<file path="src/rtl/dbg_trig_pkg.sv">
package dbg_trig_pkg;

  typedef enum logic [3:0] {
    TT_A_ONLY      = 4'd0,
    TT_A_OR_B      = 4'd1,
    TT_A_THEN_B    = 4'd2,
    TT_EV_B        = 4'd3,
    TT_A_THEN_EV_B = 4'd4,
    TT_A_AND_B     = 4'd5,
    TT_A_NOT_B     = 4'd6,
    TT_INSIDE      = 4'd7,
    TT_OUTSIDE     = 4'd8
  } trig_type_e;

  typedef struct packed {
    logic a_addr;
    logic b_addr;
    logic b_data;
    logic in_rng;
  } cmp_hits_t;

endpackage

</file>
<file path="src/rtl/dbg_cmp.sv">
module dbg_cmp
  import dbg_trig_pkg::*;
#(
  parameter int AW = 16,
  parameter int DW = 8
) (
  input  logic [AW-1:0] a_val_i,
  input  logic [AW-1:0] b_val_i,
  input  logic [AW-1:0] addr_i,
  input  logic [DW-1:0] data_i,
  output cmp_hits_t     hits_o
);

  logic [DW-1:0] b_data;

  generate
    if (DW == AW) begin : g_full_width
      assign b_data = b_val_i;
    end else begin : g_low_slice
      assign b_data = b_val_i[DW-1:0];
    end
  endgenerate

  initial begin
    assert (DW <= AW) else $error("data width must not exceed address width");
  end

  always_comb begin
    hits_o.a_addr = (addr_i == a_val_i);
    hits_o.b_addr = (addr_i == b_val_i);
    hits_o.b_data = (data_i == b_data);
    hits_o.in_rng = (addr_i >= a_val_i) && (addr_i <= b_val_i);
  end

endmodule

</file>
<file path="src/rtl/dbg_seq.sv">
module dbg_seq
  import dbg_trig_pkg::*;
(
  input  logic      clk_i,
  input  logic      rst_ni,
  input  logic      en_i,
  input  logic      vld_i,
  input  logic [3:0] ttype_i,
  input  cmp_hits_t hits_i,
  output logic      trig_o,
  output logic      cap_o
);

  logic a_seen_q, done_q, trig_q, cap_q;
  logic fire, cap, set_a, go;

  assign go = en_i & vld_i;

  always_comb begin
    fire  = 1'b0;
    cap   = 1'b0;
    set_a = 1'b0;
    case (ttype_i)
      TT_A_ONLY:      fire = hits_i.a_addr;
      TT_A_OR_B:      fire = hits_i.a_addr | hits_i.b_addr;
      TT_A_THEN_B: begin
        fire  = hits_i.b_addr & a_seen_q;
        set_a = hits_i.a_addr;
      end
      TT_EV_B:        cap = hits_i.b_addr;
      TT_A_THEN_EV_B: begin
        fire  = hits_i.a_addr;
        set_a = hits_i.a_addr;
        cap   = hits_i.b_addr & a_seen_q;
      end
      TT_A_AND_B:     fire = hits_i.a_addr & hits_i.b_data;
      TT_A_NOT_B:     fire = hits_i.a_addr & ~hits_i.b_data;
      TT_INSIDE:      fire = hits_i.in_rng;
      TT_OUTSIDE:     fire = ~hits_i.in_rng;
      default: ;
    endcase
  end

  always_ff @(posedge clk_i or negedge rst_ni) begin
    if (!rst_ni) begin
      a_seen_q <= 1'b0;
      done_q   <= 1'b0;
      trig_q   <= 1'b0;
      cap_q    <= 1'b0;
    end else if (!en_i) begin
      a_seen_q <= 1'b0;
      done_q   <= 1'b0;
      trig_q   <= 1'b0;
      cap_q    <= 1'b0;
    end else begin
      trig_q <= go & fire & ~done_q;
      cap_q  <= go & cap;
      if (go & set_a) a_seen_q <= 1'b1;
      if (go & fire)  done_q   <= 1'b1;
    end
  end

  assign trig_o = trig_q;
  assign cap_o  = cap_q;

  AST_TRIG_SINGLE: assert property (@(posedge clk_i) disable iff (!rst_ni)
    trig_o |=> !trig_o);

  AST_THEN_B_ORDER: assert property (@(posedge clk_i) disable iff (!rst_ni)
    (trig_o && $past(ttype_i) == TT_A_THEN_B) |-> $past(a_seen_q));

  AST_EVB_NO_TRIG: assert property (@(posedge clk_i) disable iff (!rst_ni)
    ($past(ttype_i) == TT_EV_B && $past(en_i)) |-> !trig_o);

endmodule

</file>
<file path="src/rtl/dbg_bkpt.sv">
module dbg_bkpt (
  input  logic clk_i,
  input  logic rst_ni,
  input  logic en_i,
  input  logic vld_i,
  input  logic full_i,
  input  logic to_bgnd_i,
  input  logic a_addr_i,
  input  logic b_addr_i,
  input  logic b_data_i,
  output logic bgnd_req_o,
  output logic swi_req_o
);

  logic hit;
  logic bgnd_q, swi_q;

  assign hit = full_i ? (a_addr_i & b_data_i) : (a_addr_i | b_addr_i);

  always_ff @(posedge clk_i or negedge rst_ni) begin
    if (!rst_ni) begin
      bgnd_q <= 1'b0;
      swi_q  <= 1'b0;
    end else begin
      bgnd_q <= en_i & vld_i & hit & to_bgnd_i;
      swi_q  <= en_i & vld_i & hit & ~to_bgnd_i;
    end
  end

  assign bgnd_req_o = bgnd_q;
  assign swi_req_o  = swi_q;

  AST_REQ_ONEHOT: assert property (@(posedge clk_i) disable iff (!rst_ni)
    $onehot0({bgnd_req_o, swi_req_o}));

endmodule

</file>
<file path="src/rtl/dbg_trig_unit.sv">
module dbg_trig_unit
  import dbg_trig_pkg::*;
#(
  parameter int AW = 16,
  parameter int DW = 8
) (
  input  logic          clk_i,
  input  logic          rst_ni,
  input  logic          arm_i,
  input  logic          brk_mode_i,
  input  logic [3:0]    trig_type_i,
  input  logic          brk_full_i,
  input  logic          brk_bgnd_i,
  input  logic [AW-1:0] cmp_a_i,
  input  logic [AW-1:0] cmp_b_i,
  input  logic          bus_vld_i,
  input  logic [AW-1:0] bus_addr_i,
  input  logic [DW-1:0] bus_data_i,
  output logic          trig_o,
  output logic          cap_o,
  output logic          bgnd_req_o,
  output logic          swi_req_o
);

  cmp_hits_t hits;

  dbg_cmp #(.AW(AW), .DW(DW)) u_cmp (
    .a_val_i (cmp_a_i),
    .b_val_i (cmp_b_i),
    .addr_i  (bus_addr_i),
    .data_i  (bus_data_i),
    .hits_o  (hits)
  );

  dbg_seq u_seq (
    .clk_i   (clk_i),
    .rst_ni  (rst_ni),
    .en_i    (arm_i & ~brk_mode_i),
    .vld_i   (bus_vld_i),
    .ttype_i (trig_type_i),
    .hits_i  (hits),
    .trig_o  (trig_o),
    .cap_o   (cap_o)
  );

  dbg_bkpt u_bkpt (
    .clk_i      (clk_i),
    .rst_ni     (rst_ni),
    .en_i       (arm_i & brk_mode_i),
    .vld_i      (bus_vld_i),
    .full_i     (brk_full_i),
    .to_bgnd_i  (brk_bgnd_i),
    .a_addr_i   (hits.a_addr),
    .b_addr_i   (hits.b_addr),
    .b_data_i   (hits.b_data),
    .bgnd_req_o (bgnd_req_o),
    .swi_req_o  (swi_req_o)
  );

  AST_MODE_EXCL: assert property (@(posedge clk_i) disable iff (!rst_ni)
    (trig_o || cap_o) |-> !(bgnd_req_o || swi_req_o));

  AST_DISARM_QUIET: assert property (@(posedge clk_i) disable iff (!rst_ni)
    !arm_i |=> !(trig_o || cap_o || bgnd_req_o || swi_req_o));

  AST_IDLE_QUIET: assert property (@(posedge clk_i) disable iff (!rst_ni)
    !bus_vld_i |=> !(trig_o || cap_o || bgnd_req_o || swi_req_o));

endmodule

</file>
<file path="config.mk">
export PLATFORM = sky130hd
export DESIGN_NAME = dbg_trig_unit
export DESIGN_NICKNAME = d
export VERILOG_FILES = /design/src/rtl/dbg_trig_pkg.sv /design/src/rtl/dbg_cmp.sv /design/src/rtl/dbg_seq.sv /design/src/rtl/dbg_bkpt.sv /design/src/rtl/dbg_trig_unit.sv
export SDC_FILE = /design/constraint.sdc
export NUM_CORES = 1
export LEC_CHECK = 0
export CAP_MARGIN = 40
export CORE_ASPECT_RATIO = 0.8
export CORE_UTILIZATION = 36
export CTS_CLUSTER_SIZE = 20
export DETAILED_ROUTE_END_ITERATION = 12
export GPL_ROUTABILITY_DRIVEN = 1
export HOLD_SLACK_MARGIN = 0.08
export PLACE_DENSITY_LB_ADDON = 0.1
export SETUP_SLACK_MARGIN = 0.15
export SLEW_MARGIN = 20
export SYNTH_ARGS = -nofsm -noshare
export SYNTH_HDL_FRONTEND = slang
export SYNTH_HIERARCHICAL = 1
export SYNTH_SLANG_ARGS = --single-unit
</file>
<file path="constraint.sdc">
create_clock -name clk_i -period 1.3 [get_ports clk_i]
set_clock_uncertainty 0.2 [all_clocks]
set_input_delay 0.195 -clock clk_i [delete_from_list [all_inputs] [get_ports clk_i]]
set_output_delay 0.195 -clock clk_i [all_outputs]
set_load 0.02 [all_outputs]
</file>
* Word-level counts from Yosys, hierarchy flattened
Index checks and enable logic that the tools add are counted.
** Storage, ports and cells
- Memory bits (read-only) :: 0
- Memories kept :: 0
- Output and inout port bits :: 4
- RAM bits :: 0
- Logic and storage cells :: 55
- Register bits :: 6
- Latch bits :: 0
** Cells by class
- Multiplexer cells :: 10
- Bitwise operators :: 20
- Add/subtract/negate cells :: 0
- Equality and inequality tests :: 13
- Order comparisons :: 2
- Shift operators :: 0
- Multiply operators :: 0
- Div/mod/pow operators :: 0
- Reduce and logical (&&, ||, !) cells :: 4
** Operators by type and width (count)
- equality test 16 bit :: 2
- equality test 4 x 3 -> 1 bit (second input constant) :: 4
- >= comparator 16 bit :: 1
- less-or-equal comparator 16 bit :: 1
- AND 1 bit :: 14
- equality test 4 x 2 -> 1 bit (second input constant) :: 2
- equality test 8 bit :: 1
- two-way mux 1 bit :: 8
- case mux 1 bit (7 select lines) :: 1
- inverter 1 bit :: 5
- equality test 4 x 1 -> 1 bit (second input constant) :: 1
- equality test 4 bit (second input constant) :: 1
- zero test 4 bit :: 1
- != test 2 bit (second input constant) :: 2
- OR reduction 2 bit :: 2
- case mux 1 bit (2 select lines) :: 1
- logical AND 1 bit :: 1
- bitwise OR 1 bit :: 1

* Depth between registers and ports, before layout
Gate-level depths: netlist (run 1).
- Depth in word-level cells :: 7
- Gate-level depth with buffers :: 11

* Modules after synthesis
Netlist (run 1), hierarchy kept.
** By module, submodules not included
- dbg_cmp :: instances 1, seq. area each 0.0 µm², area an instance 928.4 µm², cells an instance 122
- dbg_seq :: instances 1, seq. area each 100.1 µm², area an instance 295.3 µm², cells an instance 32
- dbg_bkpt :: instances 1, seq. area each 50.0 µm², area an instance 100.1 µm², cells an instance 8
- dbg_trig_unit :: instances 1, seq. area each 0.0 µm², area an instance 16.3 µm², cells an instance 2

* Worst setup path before layout (run 1)
No wires, ideal clock.
- Kind :: input to register
- Start point :: in cmp_b_i[14]
- End point :: reg u_seq.trig_q (netlist: u_seq/trig_o)
- Setup slack :: -1.015 ns
- Arrival :: 2.028 ns
- Cell stages on the path :: 10
- Buffers on the path :: 0
- Data required time :: 1.013 ns
- Path through :: inv_1 -> ha_1 -> nand4_2 -> a2111oi_4 -> nor3_2 -> o21a_1 -> or3b_4 -> a21boi_2 -> nor2_1 -> a211oi_2
** RTL lines
- from (decl) :: RTL line dbg_trig_unit.sv:15 : input logic [AW-1:0] cmp_b_i,
- to (signal assigned) :: RTL line dbg_seq.sv:56 : trig_q <= go & fire & ~done_q;
- to (decl) :: RTL line dbg_seq.sv:14 : logic a_seen_q, done_q, trig_q, cap_q;

==> flow_summary.json, run 1 <==
{
  "portBuffers": 70,
  "setup_ws_ns": -1.15,
  "antenna_found_initial": 0,
  "path_max_fanout": 3,
  "cp_data_required_time_ns": 1.23,
  "ys_warn_count": 6,
  "cp-start-kind": "input port",
  "num_vias": 1638,
  "hold_path_class": "input port to asynchronous set/reset pin",
  "synth_most_common_cell": "inv_1",
  "fin_setup_tns_ns": -4.80,
  "synth_cell_types": 43,
  "overflow": 0,
  "violations": "setup timing",
  "worstSkewPairLatency_ns": 0.22,
  "finalSetupViolCount": 6,
  "startpoint": "bus_addr_i[3]",
  "powerDensity_mw_per_mm2": 450,
  "timing.fmax_mhz": 409,
  "drive_above_1_share_pct": 57.9,
  "fin_nets": 379,
  "synth-edff-count": 0,
  "synth_nets": 263,
  "rsz0062_at_grt": "yes",
  "grt_pass1_vias": 1656,
  "ir_drop_mv": 0.301,
  "synthTopCellsByArea": "ha_1 30%, dfrtp_1 11%, inv_1 9.2%",
  "grt_usage_pct": 23.3,
  "die-area_mm2": 0.00397,
  "power_leakage_nw": 1.29,
  "syn_to_final_growth_pct": 120,
  "synthFlopType": "dfrtp_1",
  "grt_max_degree": 7,
  "max_slew.worst_pin.slew_ns": 0.337,
  "synth-seq-cells": 6,
  "gp_congestion": 0.836,
  "yosys.area.top_type": "ha_1",
  "first_pass_iters": 4,
  "core_area_mm2": 0.00349,
  "synthTopCellsByCount": "33 x inv_1, 32 x ha_1, 11 x a21oi_1",
  "maxCapViolations": 0,
  "avgSynthCellArea_um2": 8.17,
  "drtIter0Drc": 65,
  "crit_arrival_ns": 2.37,
  "drcViolationCount": 0,
  "cts_tree": "yes",
  "clk_transition_reported_paths_ns": 0.04,
  "yosysSeqAreaShare_pct": 11.2,
  "reg2reg_from": "u_seq/a_seen_q$_DFFE_PN0P_",
  "cpPeakStageDelay_ns": 0.38,
  "place_hpwl_um": 3480,
  "final.period_utilization_pct": 188,
  "root_buffer": "clkbuf_8",
  "path_cells": "clkdlybuf4s15_1 > ha_4 > o211ai_1 > a2111oi_4 > nor3_2 > o21a_1 > or3b_4 > a21boi_2 > nor2_1 > a211oi_2",
  "ios": 71,
  "grt_first_pass_wirelength_um": 7490,
  "n_antenna_cell": 0,
  "crit_path_end_kind": "flop",
  "hold_violations": 0,
  "outcome": "finished, violations left",
  "path_class": "input port to flop",
  "slew_headroom_pct": 77.4,
  "drv_slew": 0,
  "synth_area_mm2": 0.00134,
  "wl_per_cell_um": 16.1,
  "critPathSlowestCell": "or3b_4",
  "netlist_instances": 164,
  "die_x_um": 70.2,
  "wirelength_um": 5150,
  "die_y_um": 56.6,
  "fin_crit_ns": 2.45,
  "cts.sinks": 6,
  "async_flop_share_pct": 100,
  "fill_cells": 183,
  "cts_buffers": 3,
  "antenna_left": 0,
  "synth_top_area_share_pct": 29.9,
  "cts_max_path_buffers": 2,
  "routed_via_density": 5.12,
  "rows": 19,
  "power_mw": 1.33,
  "htreeDepth": 1,
  "start_util_pct": 38.3
}
cell usage in the layout (no fill, tap or decap), types with 3 or more instances in the layout:
cell type / count
inv_1: 7
ha_4: 29
clkbuf_8: 3
o21a_1: 3
nand2_1: 7
a21oi_2: 3
nor2_1: 4
nand4_1: 6
buf_6: 22
nor2b_1: 3
dfrtp_1: 6
nor3_2: 3
clkbuf_2: 3
clkdlybuf4s15_1: 11
inv_2: 25
buf_4: 32
clkdlybuf4s15_2: 3
xnor2_1: 9
clkdlybuf4s50_1: 20
a21oi_1: 8
a21o_1: 3
dlygate4sd2_1: 10
nand3_1: 3
buf_2: 9
path summary, 6_finish.rpt:
path | cells past startpoint | slack, ns | end
hold reg to reg | 1 | 0.28 | u_seq/trig_o$_DFF_PN0_
setup reg to reg | 4 | -0.09 | u_seq/done_q$_DFFE_PN0P_
min in group clk_i | 1 | 0.28 | u_seq/trig_o$_DFF_PN0_
setup / recovery | 10 | -1.15 | u_seq/trig_o$_DFF_PN0_
hold / removal | 1 | 0.02 | u_bkpt/swi_req_o$_DFF_PN0_
max in group asynchronous | 1 | 0.67 | u_seq/done_q$_DFFE_PN0P_
power breakdown:
group          internal (mW)  leakage [nW]  switching, mW
Clock                  0.199        0.0216         0.0764
Combinational          0.494          1.18          0.369
Sequential             0.188        0.0838       0.000387
Total                  0.881          1.29          0.446
critical path: cells and delay by family:
family | cells | cell delay (ns)
AOI/OAI and AO/OA | 5 | 1.04
adders and majority gates | 1 | 0.33
buffers and inverters | 1 | 0.26
and+or+nand+nor | 3 | 0.53
what timing repair did:
item / in CTS / in global routing
resized for setup: 213 / 32
endpoints found under the setup margin: 10 / 7
setup buffers: 7 / 4
pin swaps: 45 / 21
hold endpoints to repair: 6 / 6
stage by stage:
| stage | cells | instance area, um^2 | util [%] | setup slack [ns] | hold WS, ns |
|---|---|---|---|---|---|
| after floorplan | 164 | 1410 | - | -0.957 | -0.301 |
| after global placement | 306 | 2380 | 68.2 | -1.64 | 0.248 |
| after detailed placement | 306 | 2380 | 68.2 | -1.74 | 0.260 |
| after CTS | 316 | 2820 | 80.7 | -1.19 | 0.0338 |
| after global routing | 320 | 2950 | 84.3 | -1.26 | 0.0468 |
| final | 320 | 2950 | 84.3 | -1.15 | 0.0174 |
per-layer routing:
metal / up-vias / routed length, um / GRT usage [%]
met3: 8 / 198 / 2.51
li1: 808 / - / -
met4: 0 / 76 / 3.43
met1: 766 / 2200 / 30.7
met2: 56 / 2670 / 41.9
met5: - / 0 / 0
registers in the layout (all words and copies together), names as in the netlist:
name               flops
u_seq/cap_o            1
u_seq/trig_o           1
u_seq/a_seen_q         1
u_bkpt/swi_req_o       1
u_seq/done_q           1
u_bkpt/bgnd_req_o      1
logic make-up (layout without fill, tap and decap cells):
group                    Yosys count  in the layout  share of synthesized area [%]
AO/OA/AOI/OAI                     33             33                           18.2
XOR/XNOR                           9              9                           5.88
flip-flops                         6              6                           11.2
AND/OR/NAND/NOR                   50             50                           24.7
buffers and inverters             34            148                           10.1
adder cells (fa/ha/maj)           32             32                           29.9
layout make-up:
| cell class | count | area [um^2] | share of cell area, % |
|---|---|---|---|
| well taps | 42 | 52.6 | 1.78 |
| inverters | 33 | 136 | 4.63 |
| flip-flops and latches | 6 | 150 | 5.10 |
| repair buffers | 112 | 1010 | 34.2 |
| clock buffers | 3 | 41.3 | 1.40 |
| multi-input cells | 124 | 1560 | 52.9 |
Power figures use the tool's default switching activity.
==> run 2, diff against run 1 <==
--- a/config.mk
+++ b/config.mk
@@ -8,7 +8,7 @@
 export CAP_MARGIN = 40
 export CORE_ASPECT_RATIO = 0.8
 export CORE_UTILIZATION = 36
-export CTS_CLUSTER_SIZE = 20
+export CTS_CLUSTER_SIZE = 40
 export DETAILED_ROUTE_END_ITERATION = 12
 export GPL_ROUTABILITY_DRIVEN = 1
 export HOLD_SLACK_MARGIN = 0.08
==> results of run 2 <==
Same layout as run 1: the final DEF is identical, and so are final timing and power.
